==> config.mk <==
export PLATFORM = sky130hd
export DESIGN_NAME = irq_localizer
export DESIGN_NICKNAME = d
export VERILOG_FILES = /design/src/rtl/irqloc_pkg.sv /design/src/rtl/irq_arbiter.sv /design/src/rtl/scan_walker.sv /design/src/rtl/vec_stage.sv /design/src/rtl/irq_localizer.sv
export SDC_FILE = /design/constraint.sdc
export NUM_CORES = 1
export LEC_CHECK = 0
export BUFFER_PORTS_ARGS = -buffer_cell sky130_fd_sc_hd__clkbuf_2
export CAP_MARGIN = 0
export CORE_ASPECT_RATIO = 0.75
export CORE_MARGIN = 2
export CORE_UTILIZATION = 42
export DETAILED_ROUTE_END_ITERATION = 10
export PLACE_DENSITY = 0.67
export SETUP_SLACK_MARGIN = 0.02
export SYNTH_ARGS = -nofsm -noshare
export SYNTH_HDL_FRONTEND = slang
export SYNTH_SLANG_ARGS = --single-unit
==> constraint.sdc <==
create_clock -name clk -period 2.14 [get_ports clk]
set_clock_uncertainty 0.1 [all_clocks]
set_input_delay 0.214 -clock clk [delete_from_list [all_inputs] [get_ports clk]]
set_output_delay 0.214 -clock clk [all_outputs]
set_load 0.05 [all_outputs]
==> src/rtl/irqloc_pkg.sv <==
package irqloc_pkg;

    typedef enum logic [1:0] {
        KIND_PLAIN = 2'd0,
        KIND_FLAG  = 2'd1,
        KIND_LEAF  = 2'd2,
        KIND_RSVD  = 2'd3
    } kind_e;

    typedef enum logic [1:0] {
        ARB_IDLE,
        ARB_HALT,
        ARB_RUN
    } arb_st_e;

    typedef enum logic [2:0] {
        WK_IDLE,
        WK_SEEK,
        WK_BIT,
        WK_END,
        WK_WAIT
    } wk_st_e;

endpackage

==> src/rtl/irq_arbiter.sv <==
module irq_arbiter
    import irqloc_pkg::*;
(
    input  logic clk,
    input  logic rst_n,
    input  logic pi_req_i,
    input  logic npi_req_i,
    input  logic proc_idle_i,
    input  logic halt_ack_i,
    input  logic done_i,
    output logic go_o,
    output logic cls_pre_o,
    output logic halt_o
);

    typedef struct packed {
        arb_st_e st;
        logic    pend_pi;
        logic    pend_npi;
        logic    go;
        logic    pre;
        logic    halt;
    } arb_t;

    arb_t q, d;
    logic take_pi, take_npi;

    always_comb begin
        d        = q;
        d.go     = 1'b0;
        take_pi  = 1'b0;
        take_npi = 1'b0;
        case (q.st)
            ARB_IDLE: begin
                if (q.pend_pi) begin
                    take_pi = 1'b1;
                    d.st    = ARB_HALT;
                    d.halt  = 1'b1;
                    d.pre   = 1'b1;
                end else if (q.pend_npi && proc_idle_i) begin
                    take_npi = 1'b1;
                    d.st     = ARB_RUN;
                    d.go     = 1'b1;
                    d.pre    = 1'b0;
                end
            end
            ARB_HALT: begin
                if (halt_ack_i) begin
                    d.go = 1'b1;
                    d.st = ARB_RUN;
                end
            end
            ARB_RUN: begin
                if (done_i) begin
                    d.st   = ARB_IDLE;
                    d.halt = 1'b0;
                end
            end
            default: d.st = ARB_IDLE;
        endcase
        d.pend_pi  = (q.pend_pi  & ~take_pi)  | pi_req_i;
        d.pend_npi = (q.pend_npi & ~take_npi) | npi_req_i;
    end

    always_ff @(posedge clk or negedge rst_n) begin
        if (!rst_n) begin
            q <= '{st: ARB_IDLE, default: '0};
        end else begin
            q <= d;
        end
    end

    assign go_o      = q.go;
    assign cls_pre_o = q.pre;
    assign halt_o    = q.halt;


    pre_halted_chk: assert property (@(posedge clk) disable iff (!rst_n)
        (go_o && cls_pre_o) |-> halt_o);


    npi_nohalt_chk: assert property (@(posedge clk) disable iff (!rst_n)
        (q.st == ARB_RUN && !q.pre) |-> !halt_o);

endmodule

==> src/rtl/scan_walker.sv <==
module scan_walker
    import irqloc_pkg::*;
#(
    parameter int N_ENT = 16,
    parameter int IDXW  = $clog2(N_ENT + 1),
    parameter int ENT_W = IDXW + 2
) (
    input  logic             clk,
    input  logic             rst_n,
    input  logic             go_i,
    output logic [IDXW-1:0]  mrom_addr_o,
    input  logic [ENT_W-1:0] mrom_data_i,
    output logic             loc_o,
    output logic             seq_start_o,
    output logic             seq_shift_o,
    input  logic             seq_bit_vld_i,
    input  logic             seq_bit_i,
    output logic             seq_end_o,
    input  logic             seq_done_i,
    output logic             done_o,
    output logic             found_o,
    output logic [IDXW-1:0]  leaf_o
);

    localparam logic [IDXW-1:0] END_IDX = IDXW'(N_ENT);

    typedef struct packed {
        wk_st_e          st;
        logic [IDXW-1:0] idx;
        logic            entered;
        logic            loc;
        logic            start;
        logic            shift;
        logic            fin;
        logic            done;
        logic            found;
        logic [IDXW-1:0] leaf;
    } wk_t;

    wk_t q, d;
    kind_e           ent_kind;
    logic [IDXW-1:0] ent_skip;
    logic            at_end;

    assign ent_kind = kind_e'(mrom_data_i[ENT_W-1 -: 2]);
    assign ent_skip = mrom_data_i[IDXW-1:0];
    assign at_end   = (q.idx >= END_IDX);

    always_comb begin
        d       = q;
        d.start = 1'b0;
        d.fin   = 1'b0;
        d.done  = 1'b0;
        case (q.st)
            WK_IDLE: begin
                if (go_i) begin
                    d.st      = WK_SEEK;
                    d.idx     = '0;
                    d.entered = 1'b0;
                    d.loc     = 1'b1;
                    d.start   = 1'b1;
                    d.found   = 1'b0;
                end
            end
            WK_SEEK: begin
                if (at_end) begin
                    d.found = 1'b0;
                    d.st    = WK_END;
                end else begin
                    case (ent_kind)
                        KIND_FLAG: begin
                            d.st    = WK_BIT;
                            d.shift = 1'b1;
                        end
                        KIND_LEAF: begin
                            if (q.entered) begin
                                d.found = 1'b1;
                                d.leaf  = q.idx;
                                d.st    = WK_END;
                            end else begin
                                d.idx     = q.idx + 1'b1;
                                d.entered = 1'b0;
                            end
                        end
                        default: begin
                            d.idx     = q.idx + 1'b1;
                            d.entered = 1'b0;
                        end
                    endcase
                end
            end
            WK_BIT: begin
                if (seq_bit_vld_i) begin
                    d.shift = 1'b0;
                    if (seq_bit_i) begin
                        d.idx     = q.idx + 1'b1;
                        d.entered = 1'b1;
                        d.st      = WK_SEEK;
                    end else if (ent_skip > q.idx) begin
                        d.idx     = ent_skip;
                        d.entered = 1'b0;
                        d.st      = WK_SEEK;
                    end else begin
                        d.found = 1'b0;
                        d.st    = WK_END;
                    end
                end
            end
            WK_END: begin
                d.fin = 1'b1;
                d.st  = WK_WAIT;
            end
            WK_WAIT: begin
                if (seq_done_i) begin
                    d.loc  = 1'b0;
                    d.done = 1'b1;
                    d.st   = WK_IDLE;
                end
            end
            default: d.st = WK_IDLE;
        endcase
    end

    always_ff @(posedge clk or negedge rst_n) begin
        if (!rst_n) begin
            q <= '{st: WK_IDLE, default: '0};
        end else begin
            q <= d;
        end
    end

    assign mrom_addr_o = q.idx;
    assign loc_o       = q.loc;
    assign seq_start_o = q.start;
    assign seq_shift_o = q.shift;
    assign seq_end_o   = q.fin;
    assign done_o      = q.done;
    assign found_o     = q.found;
    assign leaf_o      = q.leaf;


    shift_in_loc_chk: assert property (@(posedge clk) disable iff (!rst_n)
        seq_shift_o |-> loc_o);


    loc_release_chk: assert property (@(posedge clk) disable iff (!rst_n)
        $fell(loc_o) |-> $past(seq_done_i));


    start_clean_chk: assert property (@(posedge clk) disable iff (!rst_n)
        seq_start_o |-> (loc_o && !seq_shift_o));


    no_shift_after_chk: assert property (@(posedge clk) disable iff (!rst_n)
        seq_end_o |-> !seq_shift_o);

endmodule

==> src/rtl/vec_stage.sv <==
module vec_stage #(
    parameter int IDXW  = 5,
    parameter int VEC_W = 16
) (
    input  logic             clk,
    input  logic             rst_n,
    input  logic             done_i,
    input  logic             found_i,
    input  logic [IDXW-1:0]  leaf_i,
    input  logic             pre_i,
    output logic [IDXW-1:0]  vrom_addr_o,
    input  logic [VEC_W-1:0] vrom_data_i,
    output logic [VEC_W-1:0] vec_o,
    output logic             vec_vld_o,
    output logic             vec_pre_o,
    output logic             err_o
);

    typedef struct packed {
        logic [VEC_W-1:0] vec;
        logic             vld;
        logic             pre;
        logic             err;
    } vs_t;

    vs_t q, d;

    assign vrom_addr_o = leaf_i;

    always_comb begin
        d     = q;
        d.vld = done_i & found_i;
        d.err = done_i & ~found_i;
        if (done_i) begin
            d.pre = pre_i;
            if (found_i) begin
                d.vec = vrom_data_i;
            end
        end
    end

    always_ff @(posedge clk or negedge rst_n) begin
        if (!rst_n) begin
            q <= '0;
        end else begin
            q <= d;
        end
    end

    assign vec_o     = q.vec;
    assign vec_vld_o = q.vld;
    assign vec_pre_o = q.pre;
    assign err_o     = q.err;


    vec_once_chk: assert property (@(posedge clk) disable iff (!rst_n)
        vec_vld_o |=> !vec_vld_o);


    err_excl_chk: assert property (@(posedge clk) disable iff (!rst_n)
        err_o |-> !vec_vld_o);

endmodule

==> src/rtl/irq_localizer.sv <==
module irq_localizer #(
    parameter int N_ENT = 16,
    parameter int VEC_W = 16,
    localparam int IDXW  = $clog2(N_ENT + 1),
    localparam int ENT_W = IDXW + 2
) (
    input  logic             clk,
    input  logic             rst_n,
    input  logic             pi_req_i,
    input  logic             npi_req_i,
    input  logic             proc_idle_i,
    input  logic             halt_ack_i,
    output logic             halt_o,
    output logic             loc_o,
    output logic             seq_start_o,
    output logic             seq_shift_o,
    input  logic             seq_bit_vld_i,
    input  logic             seq_bit_i,
    output logic             seq_end_o,
    input  logic             seq_done_i,
    output logic [IDXW-1:0]  mrom_addr_o,
    input  logic [ENT_W-1:0] mrom_data_i,
    output logic [IDXW-1:0]  vrom_addr_o,
    input  logic [VEC_W-1:0] vrom_data_i,
    output logic [VEC_W-1:0] vec_o,
    output logic             vec_vld_o,
    output logic             vec_pre_o,
    output logic             err_o
);

    logic            go;
    logic            cls_pre;
    logic            walk_done;
    logic            walk_found;
    logic [IDXW-1:0] walk_leaf;

    irq_arbiter u_arb (
        .clk         (clk),
        .rst_n       (rst_n),
        .pi_req_i    (pi_req_i),
        .npi_req_i   (npi_req_i),
        .proc_idle_i (proc_idle_i),
        .halt_ack_i  (halt_ack_i),
        .done_i      (walk_done),
        .go_o        (go),
        .cls_pre_o   (cls_pre),
        .halt_o      (halt_o)
    );

    scan_walker #(
        .N_ENT (N_ENT),
        .IDXW  (IDXW),
        .ENT_W (ENT_W)
    ) u_walk (
        .clk           (clk),
        .rst_n         (rst_n),
        .go_i          (go),
        .mrom_addr_o   (mrom_addr_o),
        .mrom_data_i   (mrom_data_i),
        .loc_o         (loc_o),
        .seq_start_o   (seq_start_o),
        .seq_shift_o   (seq_shift_o),
        .seq_bit_vld_i (seq_bit_vld_i),
        .seq_bit_i     (seq_bit_i),
        .seq_end_o     (seq_end_o),
        .seq_done_i    (seq_done_i),
        .done_o        (walk_done),
        .found_o       (walk_found),
        .leaf_o        (walk_leaf)
    );

    vec_stage #(
        .IDXW  (IDXW),
        .VEC_W (VEC_W)
    ) u_vec (
        .clk         (clk),
        .rst_n       (rst_n),
        .done_i      (walk_done),
        .found_i     (walk_found),
        .leaf_i      (walk_leaf),
        .pre_i       (cls_pre),
        .vrom_addr_o (vrom_addr_o),
        .vrom_data_i (vrom_data_i),
        .vec_o       (vec_o),
        .vec_vld_o   (vec_vld_o),
        .vec_pre_o   (vec_pre_o),
        .err_o       (err_o)
    );


    result_releases_chk: assert property (@(posedge clk) disable iff (!rst_n)
        (vec_vld_o || err_o) |-> !loc_o);

endmodule

======== Word-level counts from Yosys, hierarchy flattened ========
Cells that the tools add are included.
storage, ports and cells
  register bits ........................... 46
  input port bits ......................... 32
  output and inout port bits .............. 34
cells by class
  add/subtract/negate cells ............... 1
  order comparisons ....................... 2
  equality and inequality tests ........... 26
  muxes and demuxes ....................... 50
  bitwise logic cells ..................... 10
  reductions and logical operators ........ 19
operator list
  operator                                                         count
  6-bit 2-to-1 mux                                                 5
  1-bit 2-to-1 mux                                                 23
  2-bit != test, second input constant                             9
  6-bit case mux with 3 select lines                               1
  3-bit case mux with 5 select lines                               1
  7-bit AND reduction                                              2
  2-bit 2-to-1 mux                                                 6
  6-bit case mux with 2 select lines                               1
  11-bit 2-to-1 mux                                                1
  3-bit 2-to-1 mux                                                 3
  9-bit 2-to-1 mux                                                 1
  3-bit AND reduction                                              3
  8-bit 2-to-1 mux                                                 1
  1-bit case mux with 2 select lines                               4
  4-bit AND reduction                                              2
  2-bit nonzero test                                               4
  3-bit by 2-bit == test with 1-bit output, second input constant  2
  3-bit by 1-bit != test with 1-bit output, second input constant  2
  3-bit by 2-bit != test with 1-bit output, second input constant  2
  2-bit case mux with 3 select lines                               1
  3-bit case mux with 2 select lines                               1
  6-bit AND reduction                                              1
  5-bit by 1-bit adder with 5-bit output, second input constant    1
  5-bit >= comparator, second input constant                       1
  other kinds (19)                                                 30

======== Longest topological paths before layout ========
Gate-level depths: netlist of run 1.
  word-level depth ........................ 7
  depth in mapped cells ................... 7
  gate-level depth less buffers ........... 7

======== By module ========
From an unflattened synthesis of run 1, not the netlist that was laid out.
unflattened totals
  cells, all modules ...................... 208
  area total of the unflattened synthesis .. 2383.5 µm²
by module, submodules not included
  module       times used  cells each  area each (µm²)  seq. area each (µm²)
  scan_walker  1           136         1325.0           500.5
  vec_stage    1           45          770.7            475.5
  irq_arbiter  1           27          287.8            175.2

======== Worst setup path before layout of run 1 ========
Ideal clock, no wire load.
  path type ............................... reg-to-reg
  start point ............................. reg u_walk.q (netlist bit u_walk.mrom_addr_o[4])
  end point ............................... reg u_walk.q (netlist bit u_walk.found_o)
  data arrival time ....................... 1.664 ns
  data required time ...................... 1.914 ns
  path slack .............................. 0.250 ns
  stages on the path, launching flop included .. 8
  path buffers ............................ 0
  clock period less this slack ............ 1.890 ns
  cells stage by stage .................... dfrtp_1 > inv_1 > ha_1 > o211ai_1 > a21oi_1 > nand2b_1 > a21o_1 > a311o_1
between the ends
  word-level cells in the longest chain between the ends .. 3
  elaborated cells between the ends (all ways) .. 8
  those cells by class .................... order compare (2); eq/ne (3); mux (2); reduce/logical (1)
RTL lines
  item                                                                                        RTL line                              text
  start: declaration                                                                          scan_walker.sv:40                     wk_t q, d;
  start signal: assignment                                                                    scan_walker.sv:126                    q <= '{st: WK_IDLE, default: '0};
  start signal: assignment                                                                    scan_walker.sv:128                    q <= d;
  5-bit >= comparator or 5-bit > comparator (tied branches)                                   scan_walker.sv:47, scan_walker.sv:99
  3-bit by 1-bit != test with 1-bit output (no source line), or another cell as far along     -
  7-bit AND reduction (no source line) or 1-bit case mux with 3 select lines (tied branches)  -
Parallel ways exist; a longest one is shown, timed or not.
A chain may end at the register's enable or synchronous reset.

======== Worst setup path after layout of run 1 ========
  start point ............................. reg u_walk.q (netlist bit u_walk.mrom_addr_o[2])
  end point ............................... reg u_walk.q (netlist bit u_walk.found_o)
The elaborated chain is that of the path after synthesis.

==> out/qor.csv, run 1 <==
metric,value,unit
first-pass GRT wire length,6.84,mm
root buf cell,clkbuf_8,
CP max FO,6,
CTS tree,built,
Worst setup EP type,flop,
Initial Util,0.430,
TNS Setup,0,ns
"Seq/Total Area, Yosys",0.506,
placed wire-length estimate,3.50,mm
gpl congestion,0.866,
Mapped Avg Cell Area,11.3,sq um
"delay-heaviest family, CP",compound AO/OA/AOI/OAI gates,
CP max stage delay,0.43,ns
P&R area growth vs syn,20.5,%
top sig layer,met4,
Yosys Warn Count,0,
CTS sink count,46,
Worst R2R Setup Slack,0.10,ns
hold path startpoint,pi_req_i,
worst slew pin tran,0.676,ns
Die Y,67.7,microns
TritonCTS Buffers,5,
Post-DRT Antenna Nets,0,
worst r2r src,u_walk.mrom_addr_o[2]$_DFFE_PN0P_,
H-tree depth,2,
DR vias,1699,
hold crit path type,in2reg,
WHS Endpoint,u_arb.q[4]$_DFF_PN0_,
"FFs w/ async S/R, synth",1.00,
all-layer global routing usage,0.148,
fraction of layout cells with a size suffix above 1,0.419,
antenna fix cells,0,
Hold Path Depth,2,
initial drt markers,118,
most common cell in the netlist,dfrtp_1,
synth top area cells,"dfrtp_1 51%, mux2_2 10%, ha_1 5.0%",
core area,5300,sq um
reg2reg path depth,7,
Yosys reg bits,46,
CP startpoint kind,flop,
Final min period,2.04,ns
Die W,89.0,microns
Peak supply drop,0.595,mV
period utilisation layout,0.951,
Main synth FF type,dfrtp_1,
Gate Count Post-Synth,201,
Max Cap Viol,0,
final WL,4.53,mm
Clock Pin Slew Worst Setup and Hold Paths,0.08,ns
critical path required time,2.21,ns
Buf/Inv on CP,1,
post-CTS sizing,0,
Finish-stage setup viols,0,
routed length on met3,247,microns
worst-path cell chain,inv_1 -> ha_1 -> o211ai_1 -> a21oi_1 -> nand2b_1 -> a21o_1 -> a311o_1,
I/O Pins,66,
Synth Cell Area,2270,sq um
fmax,491,MHz
"EDFF count, synth",0,
final hold violation count,0,
reg2reg end,u_walk.found_o$_DFFE_PN0P_,
number of cell rows,23,
status,"finished, final reports clean",
Nets,307,
RSZ-0062 raised after global routing,false,
die footprint,6030,sq um
Max Transition Viols Final,0,
drt pass-1 iters,4,
vias in the first global route,1462,
Overflow after GRT,0,
Power Density,1140,nW/um^2
dominant cell type by area after synthesis,dfrtp_1,
critical path arrival,2.11,ns
post-route DRC violation count,0,
pin count of the biggest net entering global routing,29,
metal1 wirelength,2.20,mm
post-synthesis cell type count,45,
leakage power,0.00134,uW
"Net Count, Synth",242,
Clock Latency Late Sink,0.29,ns
Port Buf Inserts,65,
initial antenna violation count,0,
DR WL met2,2.06,mm
Min Hold Slack,0.0135,ns
most frequent cells after synthesis,"46 x dfrtp_1, 21 x mux2_2, 13 x inv_1, 13 x nor2_1, 11 x buf_4",
post-DR vias/cell,4.97,
WL per Instance,13.2,microns
clock buffer depth,2,
Setup CP Type,reg2reg,
worst relative slew slack,0.549,
share of the synthesized area in the top cell type,0.506,
Crit-path slowest cell,dfrtp_1,
worst max-delay path by stage:
stage | to | from | slack (ns) | cells past startpoint
3_3_place_gp | u_walk.found_o$_DFFE_PN0P_ | u_walk.mrom_addr_o[2]$_DFFE_PN0P_ | 0.25 | 7
4_1_cts | u_walk.found_o$_DFFE_PN0P_ | u_walk.mrom_addr_o[2]$_DFFE_PN0P_ | 0.14 | 7
5_1_grt | u_walk.found_o$_DFFE_PN0P_ | u_walk.mrom_addr_o[2]$_DFFE_PN0P_ | 0.05 | 7
3_5_place_dp | u_walk.found_o$_DFFE_PN0P_ | u_walk.mrom_addr_o[2]$_DFFE_PN0P_ | 0.15 | 7
2_1_floorplan | u_walk.found_o$_DFFE_PN0P_ | u_walk.mrom_addr_o[4]$_DFFE_PN0P_ | 0.25 | 7
6_report | u_walk.found_o$_DFFE_PN0P_ | u_walk.mrom_addr_o[2]$_DFFE_PN0P_ | 0.10 | 7
cell usage in the layout (no fill, tap or decap), types with 6 or more instances in the layout:
| master | instances |
|---|---|
| a21oi_1 | 7 |
| buf_4 | 7 |
| clkbuf_2 | 65 |
| clkbuf_8 | 6 |
| dfrtp_1 | 46 |
| ha_1 | 9 |
| inv_1 | 13 |
| mux2_2 | 21 |
| nand2_1 | 9 |
| nand2b_1 | 6 |
| nor2_1 | 13 |
| o21ai_0 | 7 |
layer usage:
layer | up-vias | track usage
met5 | - | 0
met4 | 0 | 0.0392
met1 | 815 | 0.220
li1 | 836 | -
met3 | 2 | 0.0306
met2 | 46 | 0.219
flip-flops by register name, indices dropped and copies added, names as in the netlist:
name	flops
u_walk.seq_end_o	1
u_walk.leaf_o	5
u_walk.found_o	1
u_arb.go_o	1
u_walk.q	4
u_arb.q	4
u_walk.seq_start_o	1
u_vec.err_o	1
u_vec.vec_pre_o	1
u_walk.seq_shift_o	1
u_vec.vec_vld_o	1
u_vec.vec_o	16
u_arb.halt_o	1
u_walk.done_o	1
u_arb.cls_pre_o	1
u_walk.loc_o	1
u_walk.mrom_addr_o	5
cell families after synthesis:
group           count (synthesis)  synth area share
simple gates                   53             0.135
fa+ha+maj                       9            0.0495
flops                          46             0.506
mux                            21             0.104
buf+inv                        29            0.0699
compound gates                 43             0.135
power breakdown:
part	total (uW)	internal (uW)	switching, uW
sequential	1220	1040	180
clock	533	261	272
combinational	1380	486	893
cell type report:
type                    count  area [sq um]
multi-input cells         126           965
flip-flops and latches     46          1150
repair buffers             73           388
inverters                  14          52.6
clock buffers               7          86.3
well taps                  75          93.8
fillers                   524          2550
clock inverters             1          5.00
through the flow:
step	power [uW]	cell area, sq um	util	setup slack (ns)	cells
after global routing	3340	2740	0.518	0.0487	342
after global placement	2600	2640	0.499	0.247	333
after floorplan	2340	2270	-	0.250	201
after CTS	3160	2740	0.518	0.136	342
final	3140	2740	0.518	0.104	342
after detailed placement	2610	2640	0.499	0.152	333
timing repair:
action / CTS / global route
hold buffers: 1 / 0
hold endpoints to repair: 26 / 0
setup buffers: 0 / 0
Power figures use the tool's default switching activity.
==> run 2, diff against run 1 <==
Settings changed: BUFFER_PORTS_ARGS -buffer_cell sky130_fd_sc_hd__clkbuf_2 to not set, DONT_BUFFER_PORTS set to 1, PLACE_DENSITY 0.67 to not set.
==> run 2 against run 1 <==
Compared with the run above:
- largest cell class unchanged
- combinational power decreased by 22%
- non-clock buffer count decreased by 42
- clock-buffer cell count decreased by 1
- highest routed layer unchanged
- routed wire length increased by 3.8%
- via count decreased by 9.9%
==> out/qor.csv, run 2 (synthesized netlist as in run 1, its figures left out) <==
metric,value,unit,change
Die W,89.0,microns,unchanged
final WL,4.70,mm,was 4.53 mm
Tot Pwr,3030,uW,was 3140 uW
critical path required time,2.21,ns,about the same
post-route DRC violation count,0,,unchanged
DR vias,1531,,"was 1,699"
final core utilization,0.501,,was 0.518
Worst setup EP type,flop,,unchanged
antenna fix cells,0,,unchanged
placed wire-length estimate,3.31,mm,was 3.50 mm
initial drt markers,65,,was 118
"delay-heaviest family, CP",compound AO/OA/AOI/OAI gates,,unchanged
Max Transition Viols Final,0,,unchanged
Worst R2R Setup Slack,0.20,ns,was 0.10 ns
DP Area,2310,sq um,was 2640 sq um
all-layer global routing usage,0.161,,was 0.148
Setup CP Type,reg2reg,,unchanged
drt pass-1 iters,4,,unchanged
initial antenna violation count,0,,unchanged
number of cell rows,23,,unchanged
WL per Instance,15.7,microns,was 13.2 microns
Placement Setup Slack,0.230,ns,was 0.152 ns
most frequent cells in the layout,"46 x dfrtp_1, 23 x dlygate4sd3_1, 21 x mux2_2",,"was 65 x clkbuf_2, 46 x dfrtp_1, 21 x mux2_2"
Overflow after GRT,0,,unchanged
Max Cap Viol,0,,unchanged
root buf cell,clkbuf_8,,unchanged
fmax,514,MHz,was 491 MHz
CTS tree,built,,unchanged
hold crit path type,in2reg,,unchanged
worst relative slew slack,0.664,,was 0.549
top sig layer,met4,,unchanged
Post-DRT Antenna Nets,0,,unchanged
P&R area growth vs syn,16.6,%,was 20.5%
routed length on met3,317,microns,was 247 microns
final hold violation count,0,,unchanged
DR WL met2,2.14,mm,was 2.06 mm
max reg flops,16,,unchanged
metal1 wirelength,2.23,mm,was 2.20 mm
CP max stage delay,0.37,ns,was 0.43 ns
fraction of layout cells with a size suffix above 1,0.210,,was 0.419
Finish-stage setup viols,0,,unchanged
slack of the critical path,0.196,ns,was 0.104 ns
Clock Pin Slew Worst Setup and Hold Paths,0.08,ns,about the same
clock buffer depth,2,,unchanged
TritonCTS Buffers,5,,unchanged
core area,5300,sq um,unchanged
first-pass GRT wire length,7.34,mm,was 6.84 mm
status,"finished, final reports clean",,unchanged
Die Y,67.7,microns,unchanged
Peak supply drop,0.455,mV,was 0.595 mV
RSZ-0062 raised after global routing,false,,unchanged
worst-path cell chain,inv_1 -> ha_1 -> o211ai_1 -> a21oi_1 -> nand2b_1 -> a21o_1 -> a311o_1,,unchanged
Crit-path slowest cell,dfrtp_1,,unchanged
vias in the first global route,1543,,"was 1,462"
CP startpoint kind,flop,,unchanged
worst r2r src,u_walk.mrom_addr_o[2]$_DFFE_PN0P_,,unchanged
post-DR vias/cell,5.12,,was 4.97
Finished Cell Area,2650,sq um,was 2740 sq um
period utilisation layout,0.908,,was 0.951
leakage power,0.00116,uW,was 0.00134 uW
Port Buf Inserts,0,,was 65
CP Launch Point,u_walk.mrom_addr_o[2]$_DFFE_PN0P_,,unchanged
Initial Util,0.430,,unchanged
worst slew pin tran,0.504,ns,was 0.676 ns
CTS sink count,46,,unchanged
gpl congestion,0.839,,was 0.866
Clock Latency Late Sink,0.29,ns,about the same
Buf/Inv on CP,1,,unchanged
Power Density,1140,nW/um^2,about the same
post-CTS sizing,0,,unchanged
Final min period,1.94,ns,was 2.04 ns
pin count of the biggest net entering global routing,47,,was 29
I/O Pins,66,,unchanged
hold path startpoint,mrom_data_i[2],,was pi_req_i
CP max FO,2,,was 6
Nets,265,,was 307
critical path arrival,2.01,ns,was 2.11 ns
"commonest non-fill, non-tap cell in the layout",dfrtp_1,,was clkbuf_2
die footprint,6030,sq um,unchanged
TNS Setup,0,ns,unchanged
H-tree depth,2,,unchanged
-- run 2: changes by cell type in the layout (fill, tap and decap cells not counted) --
cell and delta:
clkbuf_2 -65, dlygate4sd3_1 +22, clkinv_2 -1, buf_16 +1
clkinvlp_4 +1, clkbuf_8 -1
-- run 2: power breakdown --
| group | switching, uW | internal, uW |
|---|---|---|
| logic | 627 | 450 |
| clock network | 274 | 224 |
| registers | 417 | 1040 |
-- run 2: metrics by stage --
stage          hold slack [ns]  cells
2_1_floorplan           -0.182    201
3_3_place_gp            -0.181    268
3_5_place_dp            -0.181    268
4_1_cts                0.00414    299
5_1_grt                 0.0160    299
6_report               0.00903    299
-- run 2: final timing paths --
| kind | depth (start not counted) | end |
|---|---|---|
| max | 7 | u_walk.found_o$_DFFE_PN0P_ |
| min | 2 | u_walk.mrom_addr_o[2]$_DFFE_PN0P_ |
| max reg2reg | 7 | u_walk.found_o$_DFFE_PN0P_ |
| min reg2reg | 1 | u_vec.err_o$_DFF_PN0_ |
| max in group asynchronous | 2 | u_walk.seq_end_o$_DFF_PN0_ |
| min in group asynchronous | 2 | u_vec.vec_o[7]$_DFFE_PN0P_ |
-- run 2: cell type report --
class	instances	area [sq um]
fillers	489	2640
flip-flops and latches	46	1150
multi-input cells	126	965
repair buffers	31	310
well taps	75	93.8
clock buffers	6	72.6
inverters	14	52.6
clock inverters	1	7.51
-- run 2: routing by layer --
metal / up-vias / global-route usage
li1: 749 / -
met3: 2 / 0.0452
met4: 0 / 0.0392
met1: 735 / 0.229
met5: - / 0
met2: 45 / 0.244
-- run 2: timing repair --
action / CTS / global route
hold endpoints to repair: 70 / 0
buffers inserted: 0 / 0
hold buffers: 24 / 0
==> run 3, diff against run 2 <==
==> constraint.sdc (replaced) <==
create_clock -name clk -period 2.14 [get_ports clk]
set_clock_uncertainty 0.1 [all_clocks]
set_input_delay 0.321 -clock clk [delete_from_list [all_inputs] [get_ports clk]]
set_output_delay 0.321 -clock clk [all_outputs]
set_load 0.05 [all_outputs]
==> run 3 against run 2 <==
Compared with the run above:
- via count is 3.1% lower
- worst hold slack better by 0.0041 ns
- clock-buffer cell count is 1 lower
- critical path depth is 4 lower
- sequential cell count stayed put
- total power is 4.9% higher
- critical path type unchanged
==> out/qor.csv, run 3 (synthesized netlist as in run 1, its figures left out) <==
metric,value,unit,change
Max Cap Viol,0,,unchanged
P&R area growth vs syn,9.13,%,was 16.6%
all-layer global routing usage,0.154,,was 0.161
CP startpoint kind,flop,,unchanged
Clock Pin Slew Worst Setup and Hold Paths,0.09,ns,was 0.08 ns
Initial Util,0.430,,unchanged
worst slew pin tran,0.501,ns,was 0.504 ns
sw frac,0.424,,was 0.435
clock buffer depth,2,,unchanged
hold-fix buffers at CTS,3,,was 24
Overflow after GRT,0,,unchanged
DP Area,2320,sq um,was 2310 sq um
hold path startpoint,seq_bit_vld_i,,was mrom_data_i[2]
final hold violation count,0,,unchanged
Sequential Area,1150,sq um,unchanged
WHS Endpoint,u_walk.q[18]$_DFFE_PN0P_,,was u_walk.mrom_addr_o[2]$_DFFE_PN0P_
post-DR vias/cell,5.30,,was 5.12
H-tree depth,2,,unchanged
Max Transition Viols Final,0,,unchanged
Die W,89.0,microns,unchanged
Nets,245,,was 265
leakage power,0.00110,uW,was 0.00116 uW
"non-filler cells, final",280,,was 299
Clk network pwr share,0.207,,was 0.164
die footprint,6030,sq um,unchanged
multi-input logic area,965,sq um,unchanged
CP max stage delay,0.53,ns,was 0.37 ns
RSZ-0062 raised after global routing,false,,unchanged
CTS tree,built,,unchanged
period utilisation layout,0.902,,was 0.908
reg2reg end,u_walk.leaf_o[3]$_DFFE_PN0P_,,was u_walk.found_o$_DFFE_PN0P_
fraction of layout cells with a size suffix above 1,0.244,,was 0.210
antenna fix cells,0,,unchanged
Setup CP Type,reg2reg,,unchanged
post-route DRC violation count,0,,unchanged
Peak supply drop,0.539,mV,was 0.455 mV
Hold Path Depth,1,,was 2
"commonest non-fill, non-tap cell in the layout",dfrtp_1,,unchanged
first-pass GRT wire length,6.96,mm,was 7.34 mm
Port Buf Inserts,0,,unchanged
placed wire-length estimate,3.31,mm,about the same
Finished Cell Area,2480,sq um,was 2650 sq um
Worst setup EP type,flop,,unchanged
internal power,1830,uW,was 1710 uW
TNS Setup,0,ns,unchanged
sequential share of power,0.459,,was 0.480
critical path arrival,2.02,ns,was 2.01 ns
root buf cell,clkbuf_8,,unchanged
fmax,518,MHz,was 514 MHz
Placement Setup Slack,0.232,ns,was 0.230 ns
Power Density,1280,nW/um^2,was 1140 nW/um^2
vias in the first global route,1416,,"was 1,543"
Post-DRT Antenna Nets,0,,unchanged
Psw,1350,uW,was 1320 uW
max reg flops,16,,unchanged
reg2reg path depth,3,,was 7
CP max FO,12,,was 2
hold crit path type,in2reg,,unchanged
Cells after DPL,269,,was 268
Crit-path slowest cell,dfrtp_1,,unchanged
initial drt markers,128,,was 65
critical path required time,2.23,ns,was 2.21 ns
FILL cells,506,,was 489
drt pass-1 iters,4,,unchanged
worst r2r src,u_walk.q[17]$_DFFE_PN0P_,,was u_walk.mrom_addr_o[2]$_DFFE_PN0P_
Gate power share,0.334,,was 0.355
Die Y,67.7,microns,unchanged
Finish-stage setup viols,0,,unchanged
post-CTS setup buffers,0,,unchanged
Clock Latency Late Sink,0.30,ns,was 0.29 ns
most frequent cells in the layout,"46 x dfrtp_1, 21 x mux2_2, 13 x inv_1, 13 x nor2_1",,"was 46 x dfrtp_1, 23 x dlygate4sd3_1, 21 x mux2_2"
number of cell rows,23,,unchanged
WL per Instance,16.2,microns,was 15.7 microns
post-CTS sizing,0,,unchanged
final WL,4.53,mm,was 4.70 mm
pin count of the biggest net entering global routing,47,,unchanged
core area,5300,sq um,unchanged
Min Hold Slack,0.0131,ns,was 0.00903 ns
CTS sink count,46,,unchanged
worst relative slew slack,0.666,,was 0.664
initial antenna violation count,0,,unchanged
status,"finished, final reports clean",,unchanged
gpl congestion,0.829,,was 0.839
worst-path cell chain,or3b_4 -> nor3_4 -> mux2_2,,was inv_1 -> ha_1 -> o211ai_1 -> a21oi_1 -> nand2b_1 -> a21o_1 -> a311o_1
Final min period,1.93,ns,was 1.94 ns
I/O Pins,66,,unchanged
DR vias,1484,,"was 1,531"
Worst R2R Setup Slack,0.21,ns,was 0.20 ns
slack of the critical path,0.210,ns,was 0.196 ns
TritonCTS Buffers,5,,unchanged
-- run 3: cell count changes in the layout (fill, tap and decap cells not counted), sizes merged --
cell | previous run | this run
inv | 14 | 15
clkbuf | 6 | 5
dlygate4sd3 | 23 | 2
clkinvlp | 1 | 0
clkinv | 0 | 1
buf | 8 | 9
bufinv | 0 | 1
-- run 3: how the worst max path moves through the flow --
stage                                        end  slack, ns                              start
2_1_floorplan         u_walk.found_o$_DFFE_PN0P_       0.25  u_walk.mrom_addr_o[4]$_DFFE_PN0P_
3_3_place_gp          u_walk.found_o$_DFFE_PN0P_       0.22  u_walk.mrom_addr_o[4]$_DFFE_PN0P_
3_5_place_dp        u_walk.leaf_o[2]$_DFFE_PN0P_       0.23           u_walk.q[17]$_DFFE_PN0P_
4_1_cts             u_walk.leaf_o[3]$_DFFE_PN0P_       0.21           u_walk.q[19]$_DFFE_PN0P_
5_1_grt        u_walk.mrom_addr_o[4]$_DFFE_PN0P_       0.07  u_walk.mrom_addr_o[4]$_DFFE_PN0P_
6_report            u_walk.leaf_o[3]$_DFFE_PN0P_       0.21           u_walk.q[17]$_DFFE_PN0P_
-- run 3: power by group through the flow --
stage | registers, uW | logic [uW] | clock network [uW]
finish | 1460 | 1060 | 659
CTS | 1460 | 1070 | 679
global placement | 1470 | 1040 | 0
detailed placement | 1480 | 1040 | 0
floorplan | 1370 | 969 | 0
global route | 1490 | 1180 | 711
-- run 3: metal layers --
metal  vias up  track usage  routed length, microns
li1        708            -                       -
met1       719        0.213                    2200
met2        53        0.219                    1950
met3         4       0.0562                     325
met4         0       0.0560                      53
met5         -            0                       0
-- run 3: final cells by class --
class,instances,share of cell area
repair buffers,11,0.0433
clock buffers,5,0.0277
multi-input cells,126,0.389
well taps,75,0.0378
inverters,14,0.0212
flip-flops and latches,46,0.464
clock inverters,3,0.0176
-- run 3: stage by stage --
stage                     utilization  power, uW
after floorplan                     -       2340
after global placement          0.439       2510
after detailed placement        0.439       2520
after CTS                       0.469       3210
after global routing            0.469       3390
final                           0.469       3180
-- run 3: worst max-delay path, delay by kind of cell (launching register included) --
kind | cells | cell delay [ns]
AND/OR/NAND/NOR | 2 | 0.81
flip-flops | 1 | 0.53
multiplexers | 1 | 0.38
